--- config.mk ---
export PLATFORM = sky130hd
export DESIGN_NAME = mcap_ctrl
export DESIGN_NICKNAME = d
export VERILOG_FILES = /design/src/rtl/mcap_pkg.sv /design/src/rtl/mcap_cmd_dec.sv /design/src/rtl/mcap_arm_ctrl.sv /design/src/rtl/mcap_out.sv /design/src/rtl/mcap_ctrl.sv
export SDC_FILE = /design/constraint.sdc
export NUM_CORES = 1
export LEC_CHECK = 0
export CAP_MARGIN = 20
export CORE_AREA = 3 3 40 42
export DETAILED_ROUTE_END_ITERATION = 8
export DIE_AREA = 0 0 43 45
export DONT_BUFFER_PORTS = 1
export PLACE_DENSITY = 0.32
export SYNTH_ARGS = -nofsm -noshare
export SYNTH_HDL_FRONTEND = slang
export SYNTH_SLANG_ARGS = --single-unit
--- constraint.sdc ---
create_clock -name clk -period 2.1 [get_ports clk]
set_clock_uncertainty 0.15 [all_clocks]
set_input_delay 0 -clock clk [delete_from_list [all_inputs] [get_ports clk]]
set_output_delay 0 -clock clk [all_outputs]
set_load 0.05 [all_outputs]
--- src/rtl/mcap_pkg.sv ---
package mcap_pkg;
  localparam int CMD_W = 2;

  typedef enum logic [CMD_W-1:0] {
    CMD_NOP  = 2'd0,
    CMD_FIRE = 2'd1,
    CMD_ARM  = 2'd2,
    CMD_INIT = 2'd3
  } mcap_cmd_e;
endpackage

--- src/rtl/mcap_cmd_dec.sv ---
module mcap_cmd_dec
  import mcap_pkg::*;
(
  input  logic             wr,
  input  logic [CMD_W-1:0] code,
  output logic             do_fire,
  output logic             do_arm,
  output logic             do_init
);
  always_comb begin
    do_fire = 1'b0;
    do_arm  = 1'b0;
    do_init = 1'b0;
    if (wr) begin
      unique case (mcap_cmd_e'(code))
        CMD_FIRE: do_fire = 1'b1;
        CMD_ARM:  do_arm  = 1'b1;
        CMD_INIT: do_init = 1'b1;
        default:  ;
      endcase
    end
  end
endmodule

--- src/rtl/mcap_arm_ctrl.sv ---
module mcap_arm_ctrl (
  input  logic clk,
  input  logic rst_n,
  input  logic do_arm,
  input  logic do_init,
  input  logic chk,
  input  logic qual,
  output logic armed,
  output logic arm_hit
);
  // A qualified check consumes an arm that was in place before this edge.
  assign arm_hit = armed && chk && qual && !do_init;

  always_ff @(posedge clk) begin
    if (!rst_n)       armed <= 1'b0;
    else if (do_init) armed <= 1'b0;
    else if (do_arm)  armed <= 1'b1;
    else if (arm_hit) armed <= 1'b0;
  end

  p_arm_consumed_r5: assert property (@(posedge clk) disable iff (!rst_n)
    (armed && chk && qual && !do_arm && !do_init) |=> !armed);
  p_arm_kept_r4: assert property (@(posedge clk) disable iff (!rst_n)
    (armed && !(chk && qual) && !do_init) |=> armed);
  p_init_disarms_r9: assert property (@(posedge clk) disable iff (!rst_n)
    do_init |=> !armed);
endmodule

--- src/rtl/mcap_out.sv ---
module mcap_out (
  input  logic clk,
  input  logic rst_n,
  input  logic do_fire,
  input  logic do_arm,
  input  logic do_init,
  input  logic arm_hit,
  output logic pulse,
  output logic done
);
  logic fire_any;
  assign fire_any = (do_fire || arm_hit) && !do_init;

  always_ff @(posedge clk) begin
    if (!rst_n) begin
      pulse <= 1'b0;
      done  <= 1'b0;
    end else begin
      pulse <= fire_any;
      if (do_init)       done <= 1'b0;
      else if (fire_any) done <= 1'b1;
      else if (do_arm)   done <= 1'b0;
    end
  end

  p_done_with_pulse_r7: assert property (@(posedge clk) disable iff (!rst_n)
    pulse |-> done);
  p_done_sticky_r7: assert property (@(posedge clk) disable iff (!rst_n)
    (done && !do_arm && !do_init) |=> done);
  p_init_clears_done_r9: assert property (@(posedge clk) disable iff (!rst_n)
    do_init |=> (!done && !pulse));
endmodule

--- src/rtl/mcap_ctrl.sv ---
module mcap_ctrl
  import mcap_pkg::*;
(
  input  logic             clk,
  input  logic             rst_n,
  input  logic             cmd_wr,
  input  logic [CMD_W-1:0] cmd_code,
  input  logic             chk_strobe,
  input  logic             evt_qual,
  output logic             cap_pulse,
  output logic             cap_done
);
  logic do_fire, do_arm, do_init;
  logic armed, arm_hit;

  mcap_cmd_dec u_dec (
    .wr(cmd_wr), .code(cmd_code),
    .do_fire(do_fire), .do_arm(do_arm), .do_init(do_init)
  );

  mcap_arm_ctrl u_arm (
    .clk(clk), .rst_n(rst_n), .do_arm(do_arm), .do_init(do_init),
    .chk(chk_strobe), .qual(evt_qual), .armed(armed), .arm_hit(arm_hit)
  );

  mcap_out u_out (
    .clk(clk), .rst_n(rst_n), .do_fire(do_fire), .do_arm(do_arm),
    .do_init(do_init), .arm_hit(arm_hit), .pulse(cap_pulse), .done(cap_done)
  );

  p_fire_pulse_r2: assert property (@(posedge clk) disable iff (!rst_n)
    (cmd_wr && cmd_code == CMD_FIRE) |=> (cap_pulse && cap_done));
  p_armed_hit_r3: assert property (@(posedge clk) disable iff (!rst_n)
    (armed && chk_strobe && evt_qual && !(cmd_wr && cmd_code == CMD_INIT))
      |=> cap_pulse);
  p_unarmed_quiet_r6: assert property (@(posedge clk) disable iff (!rst_n)
    (!armed && !(cmd_wr && cmd_code == CMD_FIRE)) |=> !cap_pulse);
  p_arm_clears_done_r7: assert property (@(posedge clk) disable iff (!rst_n)
    (cmd_wr && cmd_code == CMD_ARM && !(armed && chk_strobe && evt_qual))
      |=> !cap_done);
endmodule

==> summary.txt <==
Yosys
  • Top cell type by total area after synthesis: dfxtp_1
  • Synth top area cells: dfxtp_1, a221oi_2, nor2b_4
  • Top-area cell type share of the netlist area: 0.400
  • List of most frequent post-synthesis cells: dfxtp_1, nor2_1
  • Share of flip-flops with an asynchronous set or reset: 0
  • Syn nets: 22
  • Cells after Synth: 15
  • Post-synthesis register bit count: 3
  • Mapped Area: between 150 and 200 um2
  • Synth Flop Type: dfxtp_1
  • Post-synthesis sequential area ratio: 0.400
  • Post-synth EDFFs: 0
  • Yosys Warn Count: 0
  • Average size of a mapped cell: between 10 and 15 um2
  • Number of distinct library cells after synthesis: 12
  • Most numerous cell in the Yosys netlist: dfxtp_1

Power
  • Worst vdd ir: approximately 130 uV
  • Reg power frac: 0.356
  • Clock power frac: 0.522
  • P_int: 146 uW
  • Switching pwr: roughly 45 uW
  • Logic pwr share: 0.122
  • P per Cell Area: about 750 nW/um2
  • Switching part of the total: 0.235
  • Total Power: ~190 uW
  • Leakage: 0.101 nW

Timing
  • Max_slew headroom: 0.638
  • Fmax: 560 MHz
  • Worst-Margin Slew: 543 ps
  • Setup violations, final: 0
  • RSZ-0062 raised after global routing: no
  • Final min period: around 1800 ps
  • Fin. Hold Viols: 0
  • Final Max Slew Viols: 0
  • Sum of negative setup slack: 0 ps
  • Setup WS post-layout: about 310 ps
  • Tcrit/Tclk final: 0.851

Setup path
  • CP endpoint kind: flop
  • Crit path DAT: 1810 ps
  • Critical path class: reg -> reg
  • CP Max Fanout: 2
  • Crit start category: flop
  • Critical Path RT: 2120 ps

Floorplanning
  • Die width: about 43 um
  • Die height: between 40 and 50 um
  • Die area: roughly 1900 um2
  • Ports: 9
  • Starting density of the core: 0.117
  • Core area: 1280 um2
  • Site row count: 13

Cells and area
  • Ant diodes: 0
  • Layout cells sized above 1: 0.280
  • Nets: 33
  • Post-route design area: 255 um2
  • Area Growth Syn to Fin: 70.0%

Clock tree
  • Root Buffer Master: clkbuf_4
  • CTS tree: built
  • CTS max path bufs: 2
  • CTS sink cnt: 3
  • Post-CTS setup buffers: 0
  • Worst-Skew Late Latency: roughly 230 ps
  • # H-tree levels: 1
  • CTS buffer count: 3
  • PostCTS Resize Cnt: 0
  • Clk slew on worst S/H paths: 40 ps
  • Post-CTS Hold Buffers: 6

Route
  • Wire per inst: between 10 and 15 um
  • Vias/cell: about 3.8
  • Vias post-DR: approximately 150
  • Aggregate routed wire length: approximately 440 um
  • Drt first pass iters: 2
  • Initial DRC count: 1
  • ANT nets after route: 0
  • Remaining DRCs: 0

Place
  • DP Wirelength: approximately 270 um
  • GP Congestion: around 0.75
  • Dpl ws: 886 ps
  • PortBufs: 0
  • Placed Area: about 170 um2

Global route
  • Initial antenna violation count: 0
  • Vias in the first global route: about 180
  • Gr ovfl total: 0
  • Largest net degree at the start of global routing: 5
  • Aggregate global-route resource usage: 0.0541
  • First-pass GRT wire length: roughly 680 um

Outcome
  • Outcome: finished clean

Flow run
  • Max Cap Violations: 0

Hold path
  • Worst Hold Class: in -> reg
==> critical path, cell delays in order (launching register included) <==
cell and delay (ps):
dfxtp_1 650, o21ai_2 120, a221oi_2 220, dlygate4sd3_1 580
==> final cells by class <==
type / instances / area [um2]
Fill cell: 144 / 1030
Clock buffer: 4 / 26.3
Tap cell: 15 / 18.8
Inverter: 1 / 3.75
Multi-Input combinational cell: 11 / 86.3
Timing Repair Buffer: 6 / 60.1
Sequential cell: 3 / 60.1
==> placed cells by master, fill, tap and decap left out, drive strengths merged <==
cell type	count
clkbuf	4
inv	1
a2bb2oi	1
nor2b	1
nor2	2
nand2	1
a221oi	1
a22oi	1
nand3	1
o21a	1
dfxtp	3
dlygate4sd3	6
o21ai	1
and2	1
==> state kept, by name, summed over array words and instances, names as in the netlist <==
register     flops
u_arm.armed      1
u_out.pulse      1
u_out.done       1
==> through the flow <==
step | hold slack [ps] | utilization | std cells
2_1_floorplan | -64.7 | - | 15
4_1_cts | 362 | 0.199 | 40
5_1_grt | 376 | 0.199 | 40
6_report | 360 | 0.199 | 40
3_5_place_dp | -58.8 | 0.131 | 30
3_3_place_gp | -59.5 | 0.131 | 30
==> power by group through the flow <==
stage / combinational, mW / sequential (mW) / clock, mW
finish: 0.0232 / 0.0678 / 0.0995
global route: 0.0251 / 0.0680 / 0.108
CTS: 0.0230 / 0.0677 / 0.106
detailed placement: 0.0126 / 0.0686 / 0
global placement: 0.0128 / 0.0685 / 0
floorplan: 0.0115 / 0.0681 / 0
==> layer usage <==
layer	wire [um]	global-route usage
met1	141	0.0385
met2	201	0.0838
met3	91	0.0478
met4	0	0.0542
met5	0	0
==> worst paths after layout <==
kind	startpoint	to	slack, ps	depth (start not counted)
setup reg to reg	u_out.done	u_out.done	310	3
setup / recovery	u_out.done	u_out.done	310	3
hold reg to reg	u_arm.armed	u_arm.armed	890	3
hold / removal	rst_n	u_arm.armed	360	3
==> logic make-up (layout without fill, tap and decap cells) <==
group | after synthesis | in the layout | synth area share
AND/OR/NAND/NOR | 6 | 6 | 0.258
buffers and inverters | 1 | 11 | 0.0250
AO/OA/AOI/OAI | 5 | 5 | 0.317
flip-flops | 3 | 3 | 0.400
Note: power is estimated with default switching activity, not from simulation.
